**src/rtl/rmc_pkg.sv**
```systemverilog
package rmc_pkg;

  typedef enum logic [1:0] {
    MODE_RUN   = 2'b00,
    MODE_REST1 = 2'b01,
    MODE_REST2 = 2'b10,
    MODE_REST3 = 2'b11
  } mode_e;

  localparam logic [7:0] SOFT_RESET_KEY = 8'h5A;

endpackage

```
**src/rtl/rmc_idle_timer.sv**
```systemverilog
module rmc_idle_timer
  import rmc_pkg::*;
#(
  parameter int IDLE_TO_R1 = 900,
  parameter int IDLE_TO_R2 = 7000,
  parameter int IDLE_TO_R3 = 410000
) (
  input  logic  clk,
  input  logic  srst,
  input  logic  tick_en,
  input  logic  clr,
  output mode_e level_o
);

  localparam int W = $clog2(IDLE_TO_R3 + 1);

  logic [W-1:0] idle_q;

  // Saturating count of ticks since motion was last accepted.
  always_ff @(posedge clk) begin
    if (srst || clr) begin
      idle_q <= '0;
    end else if (tick_en && (idle_q < W'(IDLE_TO_R3))) begin
      idle_q <= idle_q + 1'b1;
    end
  end

  always_comb begin
    if (idle_q >= W'(IDLE_TO_R3))      level_o = MODE_REST3;
    else if (idle_q >= W'(IDLE_TO_R2)) level_o = MODE_REST2;
    else if (idle_q >= W'(IDLE_TO_R1)) level_o = MODE_REST1;
    else                               level_o = MODE_RUN;
  end

endmodule

```
**src/rtl/rmc_force_seq.sv**
```systemverilog
module rmc_force_seq
  import rmc_pkg::*;
#(
  parameter int SETTLE_TICKS = 1000
) (
  input  logic       clk,
  input  logic       srst,
  input  logic       tick_en,
  input  logic       wr_i,
  input  logic [1:0] sel_i,
  output logic       busy_o,
  output logic       held_o,
  output logic       done_o,
  output mode_e      target_o
);

  localparam int SW = $clog2(SETTLE_TICKS + 1);

  logic [SW-1:0] cnt_q;
  logic          busy_q;
  logic          held_q;
  logic          done_q;
  mode_e         target_q;

  always_ff @(posedge clk) begin
    if (srst) begin
      cnt_q    <= '0;
      busy_q   <= 1'b0;
      held_q   <= 1'b0;
      done_q   <= 1'b0;
      target_q <= MODE_RUN;
    end else begin
      done_q <= 1'b0;
      if (wr_i) begin
        // A new write restarts the settling interval.
        busy_q   <= 1'b1;
        held_q   <= 1'b0;
        target_q <= mode_e'(sel_i);
        cnt_q    <= '0;
      end else if (busy_q && tick_en) begin
        if (cnt_q == SW'(SETTLE_TICKS - 1)) begin
          busy_q <= 1'b0;
          done_q <= 1'b1;
          held_q <= (target_q != MODE_RUN);
        end else begin
          cnt_q <= cnt_q + 1'b1;
        end
      end
    end
  end

  assign busy_o   = busy_q;
  assign held_o   = held_q;
  assign done_o   = done_q;
  assign target_o = target_q;

endmodule

```
**src/rtl/rmc_frame_gen.sv**
```systemverilog
module rmc_frame_gen
  import rmc_pkg::*;
#(
  parameter int RUN_TICKS = 1,
  parameter int R1_TICKS  = 14,
  parameter int R2_TICKS  = 68,
  parameter int R3_TICKS  = 340
) (
  input  logic  clk,
  input  logic  srst,
  input  logic  tick_en,
  input  mode_e mode_i,
  output logic  frame_o
);

  localparam int PERIODS [4] = '{RUN_TICKS, R1_TICKS, R2_TICKS, R3_TICKS};
  localparam int MAXP = (RUN_TICKS > R1_TICKS ? RUN_TICKS : R1_TICKS) >
                        (R2_TICKS > R3_TICKS ? R2_TICKS : R3_TICKS) ?
                        (RUN_TICKS > R1_TICKS ? RUN_TICKS : R1_TICKS) :
                        (R2_TICKS > R3_TICKS ? R2_TICKS : R3_TICKS);
  localparam int PW = $clog2(MAXP + 1);

  logic [PW-1:0] last_tab [4];

  // Terminal phase value of each level's polling period.
  for (genvar g = 0; g < 4; g++) begin : g_period
    assign last_tab[g] = PW'(PERIODS[g] - 1);
  end

  logic [PW-1:0] phase_q;
  mode_e         seen_q;
  logic          frame_q;

  always_ff @(posedge clk) begin
    if (srst) begin
      phase_q <= '0;
      seen_q  <= MODE_RUN;
      frame_q <= 1'b0;
    end else begin
      frame_q <= 1'b0;
      if (mode_i != seen_q) begin
        seen_q  <= mode_i;
        phase_q <= '0;
      end else if (tick_en) begin
        if (phase_q >= last_tab[mode_i]) begin
          phase_q <= '0;
          frame_q <= 1'b1;
        end else begin
          phase_q <= phase_q + 1'b1;
        end
      end
    end
  end

  assign frame_o = frame_q;

endmodule

```
**src/rtl/rest_mode_ctrl.sv**
```systemverilog
module rest_mode_ctrl
  import rmc_pkg::*;
#(
  parameter int IDLE_TO_R1   = 900,
  parameter int IDLE_TO_R2   = 7000,
  parameter int IDLE_TO_R3   = 410000,
  parameter int RUN_TICKS    = 1,
  parameter int R1_TICKS     = 14,
  parameter int R2_TICKS     = 68,
  parameter int R3_TICKS     = 340,
  parameter int SETTLE_TICKS = 1000
) (
  input  logic       clk,
  input  logic       rst,
  input  logic       tick_i,
  input  logic       motion_i,
  input  logic       force_wr_i,
  input  logic [1:0] force_sel_i,
  input  logic       pdn_wr_i,
  input  logic       reset_wr_i,
  input  logic [7:0] reset_data_i,
  output logic [1:0] mode_o,
  output logic       frame_o,
  output logic       pdn_o
);

  logic  soft_rst;
  logic  srst;
  logic  pdn_q;
  logic  tick_en;
  logic  motion_ok;
  logic  idle_clr;
  logic  force_wr_ok;
  logic  force_busy;
  logic  force_held;
  logic  force_done;
  mode_e force_target;
  mode_e auto_level;
  mode_e mode_q;

  assign soft_rst    = reset_wr_i && (reset_data_i == SOFT_RESET_KEY);
  assign srst        = rst || soft_rst;
  assign tick_en     = tick_i && !pdn_q;
  assign motion_ok   = motion_i && !pdn_q && !force_busy && !force_held;
  assign idle_clr    = motion_ok || (force_done && (force_target == MODE_RUN));
  assign force_wr_ok = force_wr_i && !pdn_q;

  always_ff @(posedge clk) begin
    if (srst)          pdn_q <= 1'b0;
    else if (pdn_wr_i) pdn_q <= 1'b1;
  end

  rmc_idle_timer #(
    .IDLE_TO_R1(IDLE_TO_R1),
    .IDLE_TO_R2(IDLE_TO_R2),
    .IDLE_TO_R3(IDLE_TO_R3)
  ) u_idle (
    .clk     (clk),
    .srst    (srst),
    .tick_en (tick_en),
    .clr     (idle_clr),
    .level_o (auto_level)
  );

  rmc_force_seq #(
    .SETTLE_TICKS(SETTLE_TICKS)
  ) u_force (
    .clk      (clk),
    .srst     (srst),
    .tick_en  (tick_en),
    .wr_i     (force_wr_ok),
    .sel_i    (force_sel_i),
    .busy_o   (force_busy),
    .held_o   (force_held),
    .done_o   (force_done),
    .target_o (force_target)
  );

  // Level register: reset, power-down hold, forced apply, forced hold, auto.
  always_ff @(posedge clk) begin
    if (srst) begin
      mode_q <= MODE_RUN;
    end else if (pdn_q) begin
      mode_q <= mode_q;
    end else if (force_done) begin
      mode_q <= force_target;
    end else if (force_busy || force_held) begin
      mode_q <= mode_q;
    end else if (motion_i) begin
      mode_q <= MODE_RUN;
    end else begin
      mode_q <= auto_level;
    end
  end

  rmc_frame_gen #(
    .RUN_TICKS(RUN_TICKS),
    .R1_TICKS (R1_TICKS),
    .R2_TICKS (R2_TICKS),
    .R3_TICKS (R3_TICKS)
  ) u_frame (
    .clk     (clk),
    .srst    (srst),
    .tick_en (tick_en),
    .mode_i  (mode_q),
    .frame_o (frame_o)
  );

  assign mode_o = mode_q;
  assign pdn_o  = pdn_q;

endmodule

```
**config.mk**
```make
export PLATFORM = sky130hd
export DESIGN_NAME = rest_mode_ctrl
export DESIGN_NICKNAME = d
export VERILOG_FILES = /design/src/rtl/rmc_pkg.sv /design/src/rtl/rmc_idle_timer.sv /design/src/rtl/rmc_force_seq.sv /design/src/rtl/rmc_frame_gen.sv /design/src/rtl/rest_mode_ctrl.sv
export SDC_FILE = /design/constraint.sdc
export NUM_CORES = 1
export LEC_CHECK = 0
export ABC_AREA = 1
export BUFFER_PORTS_ARGS = -buffer_cell sky130_fd_sc_hd__buf_2
export CORE_MARGIN = 2
export CORE_UTILIZATION = 65
export CTS_CLUSTER_SIZE = 28
export DETAILED_ROUTE_END_ITERATION = 8
export GPL_ROUTABILITY_DRIVEN = 0
export PLACE_DENSITY = 0.82
export SLEW_MARGIN = 10
export SYNTH_ARGS = -nofsm -noshare
export SYNTH_HDL_FRONTEND = slang
export SYNTH_SLANG_ARGS = --single-unit
```
**constraint.sdc**
```tcl
create_clock -name clk -period 3.6 [get_ports clk]
set_input_delay 0.54 -clock clk [delete_from_list [all_inputs] [get_ports clk]]
set_output_delay 0.54 -clock clk [all_outputs]
set_load 0.01 [all_outputs]
```
## Yosys cells after proc, flatten, opt, wreduce, memory -nomap -nowiden

Index checks and enable logic that the tools add are counted.

- Register bits after elaboration: 49
- Input port bits: 17
- Output and inout bits: 4
- Logic and storage cells: 72

- Add/sub/neg operators: 3
- Magnitude comparators: 6
- Eq/ne operators: 4
- Multiplexer cells: 15
- Bitwise logic cells: 5
- Reductions and logical operators: 28

Operator list:

| operator | number |
|---|---|
| 9-bit 2-to-1 mux | 3 |
| 19-bit by 1-bit adder with 19-bit output, second input constant | 1 |
| 19-bit by 10-bit greater-or-equal comparator with 1-bit output, second input constant | 1 |
| 19-bit by 13-bit greater-or-equal comparator with 1-bit output, second input constant | 1 |
| 19-bit greater-or-equal comparator, second input constant | 1 |
| 19-bit less-than comparator, second input constant | 1 |
| 9-bit binary-select mux with 2-bit select | 1 |
| 10-bit by 1-bit adder with 10-bit output, second input constant | 1 |
| 10-bit == test, second input constant | 1 |
| 2-bit 2-to-1 mux | 5 |
| 9-bit by 1-bit adder with 9-bit output, second input constant | 1 |
| 9-bit greater-or-equal comparator | 1 |
| 1-bit logical AND | 9 |
| 8-bit by 7-bit == test with 1-bit output, second input constant | 1 |
| 2-bit AND reduction | 4 |
| 1-bit 2-to-1 mux | 6 |
| 2-bit nonzero test | 3 |
| 3-bit OR reduction | 2 |
| 1-bit logical OR | 4 |
| 1-bit NOT | 4 |
| 2-bit OR reduction | 2 |
| 3-bit greater-or-equal comparator, second input constant | 1 |
| 1-bit zero test | 3 |
| 2-bit NOT with 3-bit output | 1 |
| 3 further kinds | 3 |

## Longest topological paths before layout

Gate-level depths: netlist of the first run.

- Depth after elaboration: 7
- Mapped depth: 11
- Gate-level depth less buffers: 10

## Cells and area by module

Synthesis of the first run repeated with hierarchy kept, for this count alone.

- Cells, all modules: 464
- Area, all modules: 3065.4 µm²

Modules (own cells, without submodules):

| module | instances | cells each | area an instance (µm²) | seq. area each (µm²) |
|---|---|---|---|---|
| rmc_idle_timer | 1 | 207 | 1313.8 | 380.4 |
| rmc_force_seq | 1 | 112 | 770.7 | 300.3 |
| rmc_frame_gen | 1 | 105 | 764.5 | 240.2 |
| rest_mode_ctrl | 1 | 40 | 216.5 | 60.1 |

## Least setup slack after synthesis of the first run

Ideal clock, no wire load.

- Path kind: flip-flop to flip-flop
- From: reg mode_q[1], in the netlist mode_o[1]
- To: reg u_frame.phase_q[0]
- Setup time: 121 ps
- Data arrival time: 1528 ps
- Required time: 3479 ps
- Slack: 1950 ps
- Stages on the path, launching flop included: 10
- Path buffers: 0
- Clock period less this slack: 1650 ps
- Cells stage by stage: dfxtp_1 inv_1 ha_1 nand2_1 nor3_1 nand3_1 nand4_1 nand2_1 nand2_1 nor2_1

- Longest elaborated chain between the ends: 6
- Elaborated cells on any way between the ends: 8
- Classes of those cells: 1 x order compare; 1 x eq/ne; 4 x mux; 1 x bitwise; 1 x reduce/logical

Ends and longest elaborated chain:

| what | RTL line | text |
|---|---|---|
| from (decl) | rest_mode_ctrl.sv:39 | `mode_e mode_q;` |
| from (signal assigned) | rest_mode_ctrl.sv:84 | `mode_q <= mode_q;` |
| from (signal assigned) | rest_mode_ctrl.sv:86 | `mode_q <= force_target;` |
| from (signal assigned) | rest_mode_ctrl.sv:88 | `mode_q <= mode_q;` |
| 2-bit NOT with 3-bit output (not written as such) | rmc_frame_gen.sv:45 | `if (phase_q >= last_tab[mode_i]) begin` |
| 9-bit binary-select mux with 2-bit select | rmc_frame_gen.sv:45 |  |
| 9-bit 2-to-1 mux (not written as such) (2 in a row) | rmc_frame_gen.sv:45 |  |
| 9-bit greater-or-equal comparator | rmc_frame_gen.sv:45 |  |
| 9-bit 2-to-1 mux | rmc_frame_gen.sv:45 |  |
| to (signal assigned) | rmc_frame_gen.sv:49 | `phase_q <= phase_q + 1'b1;` |
| to (decl) | rmc_frame_gen.sv:30 | `logic [PW-1:0] phase_q;` |

Several ways; a longest one is shown, not always the timed one. The select of a mux whose other input is x is not followed.
A chain may end at the register's enable or synchronous reset.

## Final worst setup path of the first run

Same ends and word-level chain as after synthesis.

==> results.txt, run 1 <==
----------------------------------------------------
[Timing]
  Max-slew headroom at the worst pin ... 67.9%
  Min Hold Slack ... 0.477 ns
  Total count of hold-check failures in the final report ... 0
  Crit path setup slack, layout ... 1.64 ns
  Final period util ... 54.4%
  Final period demand of the worst path ... 1.96 ns
  Actual transition at the worst max-transition pin ... 0.480 ns
  Final slew viol count ... 0
  Fin Clk Skew ... 0.00602 ns
  Final total negative setup slack ... 0 ns
  Final-report setup violation count ... 0
  Unrepaired setup endpoints after global routing ... false
  Maximum frequency from static timing analysis ... 0.511 GHz

[Pwr]
  Net switching power of the design ... 0.000266 W
  Relative contribution of sequential cells to total power ... 56.5%
  Leakage ... 1.30 nW
  VDD IR-drop max ... 0.289 mV
  Sw Share ... 26.7%
  Power density over the cells ... 319 nW/um^2
  Internal power component ... 0.000729 W
  Clk pwr share ... 32.2%
  Combinational group share of total power ... 11.3%

[Clock network]
  CTS HTree Levels ... 2
  Clock root cell ... sky130_fd_sc_hd__clkbuf_8
  Later-pin clock latency in the skew report ... 0.30 ns
  Number of gates resized after CTS ... 0
  Count of buffers added by post-CTS timing repair for setup ... 0
  Hold-fix buffers at CTS ... 0
  Register clock-pin slew on the reported worst setup and hold paths ... 0.09 ns
  Num CTS Buffers ... 5
  TritonCTS clock tree ... done
  Number of sinks handled by clock tree synthesis ... 49
  Clk buf depth ... 2

[Floorplan]
  Height of the chip ... 71.1 microns
  Die Footprint ... 5060 sq um
  Horizontal die dimension ... 71.1 microns
  FP Rows ... 24
  Starting Density ... 67.2%
  Count of pins on the block boundary ... 21
  Core region area ... 4350 sq um

[Finish]
  Fill cells ... 382
  Area of the multi-input gates ... 1730 sq um
  Final-stage net count ... 495
  Layout area overhead ... 6.46%
  End-of-flow core utilization ... 71.6%
  Register cell area after layout ... 981 sq um
  Antenna Diode Count ... 0
  Fraction of layout cells with a size suffix above 1 ... 9.83%

[GRT]
  Total congestion overflow after global routing ... 0
  Vias in the first global route ... 2508
  Maximum number of pins on one net before global-route repair ... 23
  Overall global routing resource usage ... 25.1%
  Antenna violations before repair ... 0
  Wire length of the first global-routing pass ... 10300 microns

[Outcome]
  Result of the run ... completed

[Route]
  # DRC ... 0
  Average wire per cell in the routed design ... 11.2 microns
  Detailed-route vias per instance ... 5.22
  Total via count after detailed routing ... 2715
  Count of routing violations after the opening detailed-route iteration ... 201
  Remaining antenna violation count after routing ... 0
  Final wirelength ... 5840 microns
  1st-pass router iterations ... 4

[Synthesis]
  Count of flip-flops with a built-in enable after synthesis ... 0
  Number of synthesized register bits ... 49
  Number of synthesis warnings ... 0
  Count of different cell masters after synthesis ... 29
  Synthesized net count ... 475
  Dominant register cell in the synthesized netlist ... sky130_fd_sc_hd__dfxtp_1
  Synth async-reset ratio ... 0%
  Count of mapped cells out of synthesis ... 447
  Mapped Avg Cell Area ... 6.55 sq um
  Sequential-to-total area share from yosys stat ... 33.5%
  Synthesized area ... 2930 sq um

[Placed design]
  Place WS ... 1.56 ns
  IO Port Bufs ... 20
  Detailed placement HPWL ... 4520 microns

[Setup path]
  Max FO, Critical Path ... 9
  Arrival time of the worst setup path ... 2.14 ns
  Critical Path Start Type ... flip-flop
  Required time of the worst setup path ... 3.78 ns
  Kind of capture point of the worst setup path ... flip-flop
  Type of the worst setup path ... flip-flop to flip-flop

[Worst hold path]
  Hold Path Class ... input port to flip-flop

[Flow run]
  MaxCap Viol Count ... 0

----------------------------------------------------
-- layer usage --
layer / part of all wire, % / GRT usage [%] / up-vias
met3: 4.7 / 4.70 / 8
met4: 1.6 / 9.01 / 0
li1: - / - / 1444
met2: 47 / 42.5 / 56
met1: 46 / 32.0 / 1207
met5: 0 / 0 / -
-- cells in the mapped netlist (4+ instances only) --
cell type                 count  area (sq um)
sky130_fd_sc_hd__o21ai_0      8          40.0
sky130_fd_sc_hd__buf_6        4          45.0
sky130_fd_sc_hd__a21oi_1     31           155
sky130_fd_sc_hd__a21oi_2      8          70.1
sky130_fd_sc_hd__xor2_1      18           158
sky130_fd_sc_hd__xnor2_1      7          61.3
sky130_fd_sc_hd__nor2_1      69           259
sky130_fd_sc_hd__nor3_1       9          45.0
sky130_fd_sc_hd__inv_1       36           135
sky130_fd_sc_hd__ha_1        11           138
sky130_fd_sc_hd__nand3_1     24           120
sky130_fd_sc_hd__nand2_1    148           556
sky130_fd_sc_hd__dfxtp_1     49           981
-- final timing paths --
kind                       start            endpoint  slack (ns)  depth (start not counted)
setup reg to reg       mode_o[1]  u_frame.phase_q[0]        1.64                          9
hold / removal          pdn_wr_i               pdn_o        0.48                          3
hold reg to reg   u_force.held_o      u_force.held_o        0.48                          2
setup / recovery       mode_o[1]  u_frame.phase_q[0]        1.64                          9
-- worst max-delay path, stage by stage, from the launching register on --
cell                      delay (ns)
sky130_fd_sc_hd__dfxtp_1        0.45
sky130_fd_sc_hd__inv_1          0.15
sky130_fd_sc_hd__ha_1           0.35
sky130_fd_sc_hd__nand2_1        0.07
sky130_fd_sc_hd__nor3_1         0.21
sky130_fd_sc_hd__nand3_1        0.10
sky130_fd_sc_hd__nand4_1        0.12
sky130_fd_sc_hd__nand2_1        0.06
sky130_fd_sc_hd__nand2_1        0.25
sky130_fd_sc_hd__nor2_1         0.07
-- power groups by stage --
| stage | Sequential (W) | Clock, W | Combinational (W) |
|---|---|---|---|
| 2_1_floorplan | 0.000574 | 0 | 0.0000850 |
| 3_3_place_gp | 0.000575 | 0 | 0.000108 |
| 3_5_place_dp | 0.000575 | 0 | 0.000113 |
| 5_1_grt | 0.000564 | 0.000352 | 0.000129 |
| 6_report | 0.000562 | 0.000320 | 0.000112 |
| 4_1_cts | 0.000562 | 0.000329 | 0.000113 |
-- logic make-up (layout without fill, tap and decap cells) --
family | Yosys count | in the layout | synth area share [%]
compound gates | 49 | 49 | 9.58
buf+inv | 47 | 68 | 7.27
xor+xnor | 25 | 25 | 7.48
flops | 49 | 49 | 33.5
simple gates | 266 | 266 | 37.5
fa+ha+maj | 11 | 11 | 4.70
-- per-stage QoR --
stage          area, sq um  total power (W)  cells
3_3_place_gp          3030         0.000683    512
6_report              3120         0.000995    520
3_5_place_dp          3030         0.000688    512
4_1_cts               3120          0.00100    520
5_1_grt               3120          0.00104    520
2_1_floorplan         2930         0.000659    447
-- placed cells by master, fill, tap and decap left out, types with 2 or more instances in the layout --
master,synthesis,routed
sky130_fd_sc_hd__nor2_2,3,3
sky130_fd_sc_hd__inv_1,36,36
sky130_fd_sc_hd__nand2_1,148,148
sky130_fd_sc_hd__inv_2,2,2
sky130_fd_sc_hd__xnor2_1,7,7
sky130_fd_sc_hd__a21oi_2,8,8
sky130_fd_sc_hd__o21ai_0,8,8
sky130_fd_sc_hd__nand4_1,2,2
sky130_fd_sc_hd__nand3_1,24,24
sky130_fd_sc_hd__dfxtp_1,49,49
sky130_fd_sc_hd__nand3b_1,2,2
sky130_fd_sc_hd__nor3_1,9,9
sky130_fd_sc_hd__clkinv_1,2,2
sky130_fd_sc_hd__xor2_1,18,18
sky130_fd_sc_hd__clkbuf_8,0,5
sky130_fd_sc_hd__nor2_1,69,69
sky130_fd_sc_hd__ha_1,11,11
sky130_fd_sc_hd__a21oi_1,31,31
sky130_fd_sc_hd__nand2_2,3,3
sky130_fd_sc_hd__buf_2,2,20
-- sequential cells by signal, indices dropped and copies added (netlist names) --
register          cells
u_idle.idle_q        19
u_frame.seen_q        2
u_frame.phase_q       9
mode_o                2
u_force.done_o        1
u_force.cnt_q        10
u_frame.frame_o       1
u_force.held_o        1
u_force.target_o      2
u_force.busy_o        1
pdn_o                 1
-- area by class of cell --
| type | count | share of cell area, % |
|---|---|---|
| well taps | 52 | 2.09 |
| clock buffers | 6 | 2.33 |
| flip-flops and latches | 49 | 31.5 |
| clock inverters | 2 | 0.442 |
| multi-input cells | 351 | 55.6 |
| repair buffers | 20 | 3.21 |
| inverters | 40 | 4.82 |
Power figures use the tool's default switching activity.
==> run 2: changes to the inputs <==
--- a/config.mk
+++ b/config.mk
@@ -8,11 +8,11 @@
 export ABC_AREA = 1
 export BUFFER_PORTS_ARGS = -buffer_cell sky130_fd_sc_hd__buf_2
 export CORE_MARGIN = 2
-export CORE_UTILIZATION = 65
+export CORE_UTILIZATION = 60
 export CTS_CLUSTER_SIZE = 28
 export DETAILED_ROUTE_END_ITERATION = 8
 export GPL_ROUTABILITY_DRIVEN = 0
-export PLACE_DENSITY = 0.82
+export PLACE_DENSITY = 0.76
 export SLEW_MARGIN = 10
 export SYNTH_ARGS = -nofsm -noshare
 export SYNTH_HDL_FRONTEND = slang
==> constraint.sdc (replaced) <==
create_clock -name clk -period 1.85 [get_ports clk]
set_input_delay 0.2775 -clock clk [delete_from_list [all_inputs] [get_ports clk]]
set_output_delay 0.2775 -clock clk [all_outputs]
set_load 0.01 [all_outputs]
==> run 2 against run 1 <==
Worst setup slack lost 1.5 ns. Final area rose by 4.3%. Sequential cell count unchanged. Global-route usage down 0.94 points.
==> results.txt, run 2 (same netlist as run 1, synthesis figures left out) <==
----------------------------------------------------
[Outcome]
  Result of the run ... completed

[Pwr]
  Internal power component ... 0.00161 W
  Power density over the cells ... 654 nW/um^2
  Total chip power ... 0.00212 W
  Net switching power of the design ... 0.000519 W
  Combinational group share of total power ... 11.4%
  Relative contribution of sequential cells to total power ... 51.4%
  VDD IR-drop max ... 0.504 mV
  Clk pwr share ... 37.2%
  Sw Share ... 24.4%
  Leakage ... 1.36 nW

[GRT]
  Maximum number of pins on one net before global-route repair ... 17
  Antenna violations before repair ... 0
  Wire length of the first global-routing pass ... 10400 microns
  Total congestion overflow after global routing ... 0
  Vias in the first global route ... 2438
  Overall global routing resource usage ... 24.2%

[Finish]
  Largest registers ... u_idle.idle_q (19), u_force.cnt_q (10), u_frame.phase_q (9)
  Fill cells ... 420
  Non-Filler Cell Area, Final ... 3250 sq um
  Largest register by flop count ... u_idle.idle_q
  Commonest non-fill, non-tap cell in the layout ... sky130_fd_sc_hd__nand2_1
  Antenna Diode Count ... 0
  Flip-flop count of the largest register after layout ... 19
  Fraction of layout cells with a size suffix above 1 ... 12.4%
  Final-stage net count ... 503
  Layout area overhead ... 11.1%
  Most used cells in the layout excluding fill and tap cells ... 146 x sky130_fd_sc_hd__nand2_1, 69 x sky130_fd_sc_hd__nor2_1, 49 x sky130_fd_sc_hd__dfxtp_1

[Clock network]
  Clk buf depth ... 2
  Count of buffers added by post-CTS timing repair for setup ... 0
  CTS HTree Levels ... 2
  Clock root cell ... sky130_fd_sc_hd__clkbuf_8
  Number of sinks handled by clock tree synthesis ... 49
  Register clock-pin slew on the reported worst setup and hold paths ... 0.09 ns
  Num CTS Buffers ... 5
  TritonCTS clock tree ... done
  Hold-fix buffers at CTS ... 0
  Later-pin clock latency in the skew report ... 0.30 ns

[Placed design]
  IO Port Bufs ... 20
  Instance area after placement ... 3120 sq um
  Detailed placement HPWL ... 4660 microns

[Route]
  Final wirelength ... 6140 microns
  # DRC ... 0
  Average wire per cell in the routed design ... 11.3 microns
  Total via count after detailed routing ... 2722
  Detailed-route vias per instance ... 5.01
  1st-pass router iterations ... 5
  Count of routing violations after the opening detailed-route iteration ... 127
  Remaining antenna violation count after routing ... 0

[Timing]
  Final-report setup violation count ... 0
  Min Hold Slack ... 0.196 ns
  Fin Clk Skew ... 0.00485 ns
  Max-slew headroom at the worst pin ... 73.3%
  Actual transition at the worst max-transition pin ... 0.400 ns
  Final period demand of the worst path ... 1.66 ns
  Maximum frequency from static timing analysis ... 0.601 GHz
  Final period util ... 90.0%
  Total count of hold-check failures in the final report ... 0
  Final slew viol count ... 0

[Setup path]
  Max FO, Critical Path ... 9
  CP bufs+invs ... 1
  Type of the worst setup path ... flip-flop to flip-flop
  Arrival time of the worst setup path ... 1.86 ns
  Cell repeated most along the worst path ... sky130_fd_sc_hd__nand2_1
  Critical Path Start Type ... flip-flop
  Crit-path cells ... nand2_1 > ha_1 > inv_1 > nor3_2 > nand3_1 > nand4_1 > nand2_1 > nand2_2 > nor2_1
  Number of cells on the worst reg-to-reg path ... 9
  Total number of cells along the worst setup path ... 9
  Critical Path Max Stage Delay ... 0.40 ns
  Kind of capture point of the worst setup path ... flip-flop
  Critical-path top delay cell ... sky130_fd_sc_hd__dfxtp_1
  Required time of the worst setup path ... 2.05 ns
  Cell family with the largest share of critical-path delay ... simple AND/OR/NAND/NOR gates

[Floorplan]
  Die Footprint ... 5450 sq um
  Height of the chip ... 73.8 microns
  FP Rows ... 25
  Count of pins on the block boundary ... 21
  Core region area ... 4720 sq um
  Starting Density ... 62.0%
  Horizontal die dimension ... 73.8 microns

[Worst hold path]
  WHS Path Cells ... 3
  Hold Path Class ... input port to flip-flop

[Flow run]
  MaxCap Viol Count ... 0

----------------------------------------------------
## run 2: area by class of cell
cell class                      instances  area, sq um  area share, %
Multi-Input combinational cell        351         1740           53.6
Sequential cell                        49          981           30.2
Timing Repair Buffer                   28          173           5.31
Inverter                               40          150           4.62
Tap cell                               67         83.8           2.58
Clock buffer                            6         82.6           2.54
Clock inverter                          2         37.5           1.15
## run 2: through the flow
step / instances / util (%) / worst slack [ns] / setup TNS (ns)
finish: 543 / 68.8 / 0.185 / 0
global route: 543 / 68.8 / -0.0124 / -0.0140
CTS: 543 / 68.6 / 0.0369 / 0
detailed placement: 535 / 66.1 / 0.0712 / 0
global placement: 535 / 66.1 / 0.157 / 0
floorplan: 447 / - / 0.200 / 0
## run 2: layer usage
metal / GRT usage (%) / part of all wire, % / routed length [microns]
met5: 0 / 0 / 0
met2: 40.7 / 47 / 2880
met4: 6.06 / 1.0 / 62
met3: 4.25 / 2.8 / 170
met1: 32.0 / 49 / 3020
## run 2: final timing paths
kind	start	to	slack, ns
worst min register to register	u_force.held_o	u_force.held_o	0.48
worst min-delay path	pdn_wr_i	pdn_o	0.20
worst max-delay path	mode_o[0]	u_frame.phase_q[8]	0.19
worst max register to register	mode_o[0]	u_frame.phase_q[8]	0.19
## run 2: worst reg2reg max path, cell delays in order (launching register included)
cell and delay [ns]:
sky130_fd_sc_hd__dfxtp_1 0.40, sky130_fd_sc_hd__nand2_1 0.09, sky130_fd_sc_hd__ha_1 0.30, sky130_fd_sc_hd__inv_1 0.07, sky130_fd_sc_hd__nor3_2 0.20, sky130_fd_sc_hd__nand3_1 0.09
sky130_fd_sc_hd__nand4_1 0.11, sky130_fd_sc_hd__nand2_1 0.07, sky130_fd_sc_hd__nand2_2 0.16, sky130_fd_sc_hd__nor2_1 0.06
## run 2: power groups by stage
stage | clock (W) | sequential (W) | combinational [W]
after global routing | 0.000853 | 0.00110 | 0.000279
after global placement | 0 | 0.00112 | 0.000231
after detailed placement | 0 | 0.00112 | 0.000236
final | 0.000791 | 0.00109 | 0.000242
after CTS | 0.000806 | 0.00109 | 0.000238
after floorplan | 0 | 0.00112 | 0.000165
## run 2: what timing repair did
action                     CTS  global route
resized for setup            0             4
setup endpoints to repair    0            12
hold endpoints to repair     0             0
==> run 3: changes to the inputs <==
--- a/config.mk
+++ b/config.mk
@@ -7,8 +7,10 @@
 export LEC_CHECK = 0
 export ABC_AREA = 1
 export BUFFER_PORTS_ARGS = -buffer_cell sky130_fd_sc_hd__buf_2
+export CELL_PAD_IN_SITES_DETAIL_PLACEMENT = 1
+export CELL_PAD_IN_SITES_GLOBAL_PLACEMENT = 2
 export CORE_MARGIN = 2
-export CORE_UTILIZATION = 60
+export CORE_UTILIZATION = 33
 export CTS_CLUSTER_SIZE = 28
 export DETAILED_ROUTE_END_ITERATION = 8
 export GPL_ROUTABILITY_DRIVEN = 0
==> run 3 against run 2 <==
Sequential share of layout area fell by 0.92 points. Total power rose by 6.1%. Final area rose by 3.2%. Clock power rose by 15%. Clock skew rose by 0.0044 ns. Utilization fell by 30 points. Non-clock buffer count rose by 3. Register-to-register slack improved by 0.04 ns. Via count rose by 0.40%. Combinational power rose by 6%. Critical path type unchanged. Largest cell class unchanged. Highest routed layer unchanged.
==> results.txt, run 3 (same netlist as run 1, synthesis figures left out) <==
----------------------------------------------------
[Floorplan]
  Core region area ... 8680 sq um
  Starting Density ... 33.7%
  Height of the chip ... 98.2 microns
  Die Footprint ... 9640 sq um
  Count of pins on the block boundary ... 21
  FP Rows ... 34
  Horizontal die dimension ... 98.2 microns

[Finish]
  Non-Filler Cell Area, Final ... 3350 sq um
  Largest registers ... u_idle.idle_q (19), u_force.cnt_q (10), u_frame.phase_q (9)
  Antenna Diode Count ... 0
  Fill cells ... 1146
  Commonest non-fill, non-tap cell in the layout ... sky130_fd_sc_hd__nand2_1
  Flip-flop count of the largest register after layout ... 19
  Most used cells in the layout excluding fill and tap cells ... 147 x sky130_fd_sc_hd__nand2_1, 69 x sky130_fd_sc_hd__nor2_1, 49 x sky130_fd_sc_hd__dfxtp_1
  Final-stage net count ... 506
  Layout area overhead ... 14.6%
  Area of the multi-input gates ... 1750 sq um
  Register cell area after layout ... 981 sq um
  Largest register by flop count ... u_idle.idle_q
  Fraction of layout cells with a size suffix above 1 ... 12.7%
  End-of-flow core utilization ... 38.6%

[Route]
  # DRC ... 0
  Detailed-route vias per instance ... 4.66
  Average wire per cell in the routed design ... 12.5 microns
  Count of routing violations after the opening detailed-route iteration ... 55
  Total via count after detailed routing ... 2733
  Final wirelength ... 7350 microns
  1st-pass router iterations ... 4
  Remaining antenna violation count after routing ... 0

[Clock network]
  CTS HTree Levels ... 2
  Clk buf depth ... 2
  Later-pin clock latency in the skew report ... 0.30 ns
  Number of sinks handled by clock tree synthesis ... 49
  TritonCTS clock tree ... done
  Num CTS Buffers ... 5
  Register clock-pin slew on the reported worst setup and hold paths ... 0.09 ns
  Clock root cell ... sky130_fd_sc_hd__clkbuf_8
  Count of buffers added by post-CTS timing repair for setup ... 0

[Pwr]
  Power density over the cells ... 672 nW/um^2
  Leakage ... 1.39 nW
  VDD IR-drop max ... 0.308 mV

[GRT]
  Maximum number of pins on one net before global-route repair ... 23
  Wire length of the first global-routing pass ... 13100 microns
  Overall global routing resource usage ... 16.2%
  Vias in the first global route ... 2860
  Total congestion overflow after global routing ... 0
  Antenna violations before repair ... 0

[Timing]
  Total count of hold-check failures in the final report ... 0
  Final period demand of the worst path ... 1.62 ns
  Min Hold Slack ... 0.191 ns
  Maximum frequency from static timing analysis ... 0.616 GHz
  Final period util ... 87.8%
  Final slew viol count ... 0
  Final-report setup violation count ... 0
  Actual transition at the worst max-transition pin ... 0.501 ns
  Fin Clk Skew ... 0.00924 ns
  Max-slew headroom at the worst pin ... 66.3%
  Final total negative setup slack ... 0 ns

[Outcome]
  Result of the run ... completed

[Placed design]
  IO Port Bufs ... 20
  Detailed placement HPWL ... 5740 microns
  Instance area after placement ... 3210 sq um

[Setup path]
  Required time of the worst setup path ... 2.05 ns
  Critical Path Start Type ... flip-flop
  Type of the worst setup path ... flip-flop to flip-flop
  Kind of capture point of the worst setup path ... flip-flop
  Max FO, Critical Path ... 9
  Arrival time of the worst setup path ... 1.82 ns

[Worst hold path]
  Hold Path Class ... input port to flip-flop

[Flow run]
  MaxCap Viol Count ... 0

----------------------------------------------------
run 3: layout make-up:
class	count	area share (%)
clock inverter	3	1.94
multi-input combinational	351	52.1
inverter	40	4.48
clock buffer	5	2.05
sequential	49	29.3
timing repair buffer	31	6.19
tap	108	4.03
run 3: routing by layer:
metal	share of wire, %	routed length, microns	track usage, %	vias up
li1	-	-	-	1462
met1	52	3810	22.2	1249
met2	46	3360	27.2	18
met3	1.7	125	2.58	4
met4	0.72	53	3.16	0
met5	0	0	0	-
run 3: final timing paths:
kind | slack [ns] | start | depth (start not counted) | endpoint
hold reg to reg | 0.48 | u_force.held_o | 2 | u_force.held_o
hold / removal | 0.19 | pdn_wr_i | 3 | pdn_o
setup / recovery | 0.23 | mode_o[0] | 9 | u_frame.phase_q[4]
setup reg to reg | 0.23 | mode_o[0] | 9 | u_frame.phase_q[4]
run 3: worst max-delay path, cell delays in order (launching register included):
cell	delay [ns]
sky130_fd_sc_hd__dfxtp_1	0.39
sky130_fd_sc_hd__nand2_1	0.10
sky130_fd_sc_hd__ha_1	0.30
sky130_fd_sc_hd__inv_1	0.08
sky130_fd_sc_hd__nor3_2	0.19
sky130_fd_sc_hd__nand3_1	0.09
sky130_fd_sc_hd__nand4_1	0.11
sky130_fd_sc_hd__nand2_1	0.09
sky130_fd_sc_hd__nand2_4	0.12
sky130_fd_sc_hd__nor2_1	0.05
run 3: report_power, final:
part           internal [W]  leakage, nW  total, W  switching [W]
combinational     0.0000969        0.930  0.000257       0.000160
sequential          0.00107        0.397   0.00109      0.0000150
clock              0.000537       0.0681  0.000908       0.000370
total               0.00171         1.39   0.00225       0.000546
run 3: metrics by stage:
| step | setup slack, ns | total power, W | instances |
|---|---|---|---|
| 2_1_floorplan | 0.200 | 0.00128 | 447 |
| 3_3_place_gp | 0.102 | 0.00136 | 579 |
| 3_5_place_dp | 0.0249 | 0.00137 | 579 |
| 4_1_cts | 0.0132 | 0.00229 | 587 |
| 5_1_grt | -0.0237 | 0.00237 | 587 |
| 6_report | 0.226 | 0.00225 | 587 |
run 3: repair_timing:
action / CTS / global route
hold buffers: 0 / 0
endpoints found under the setup margin: 0 / 9
gates resized for setup: 0 / 4
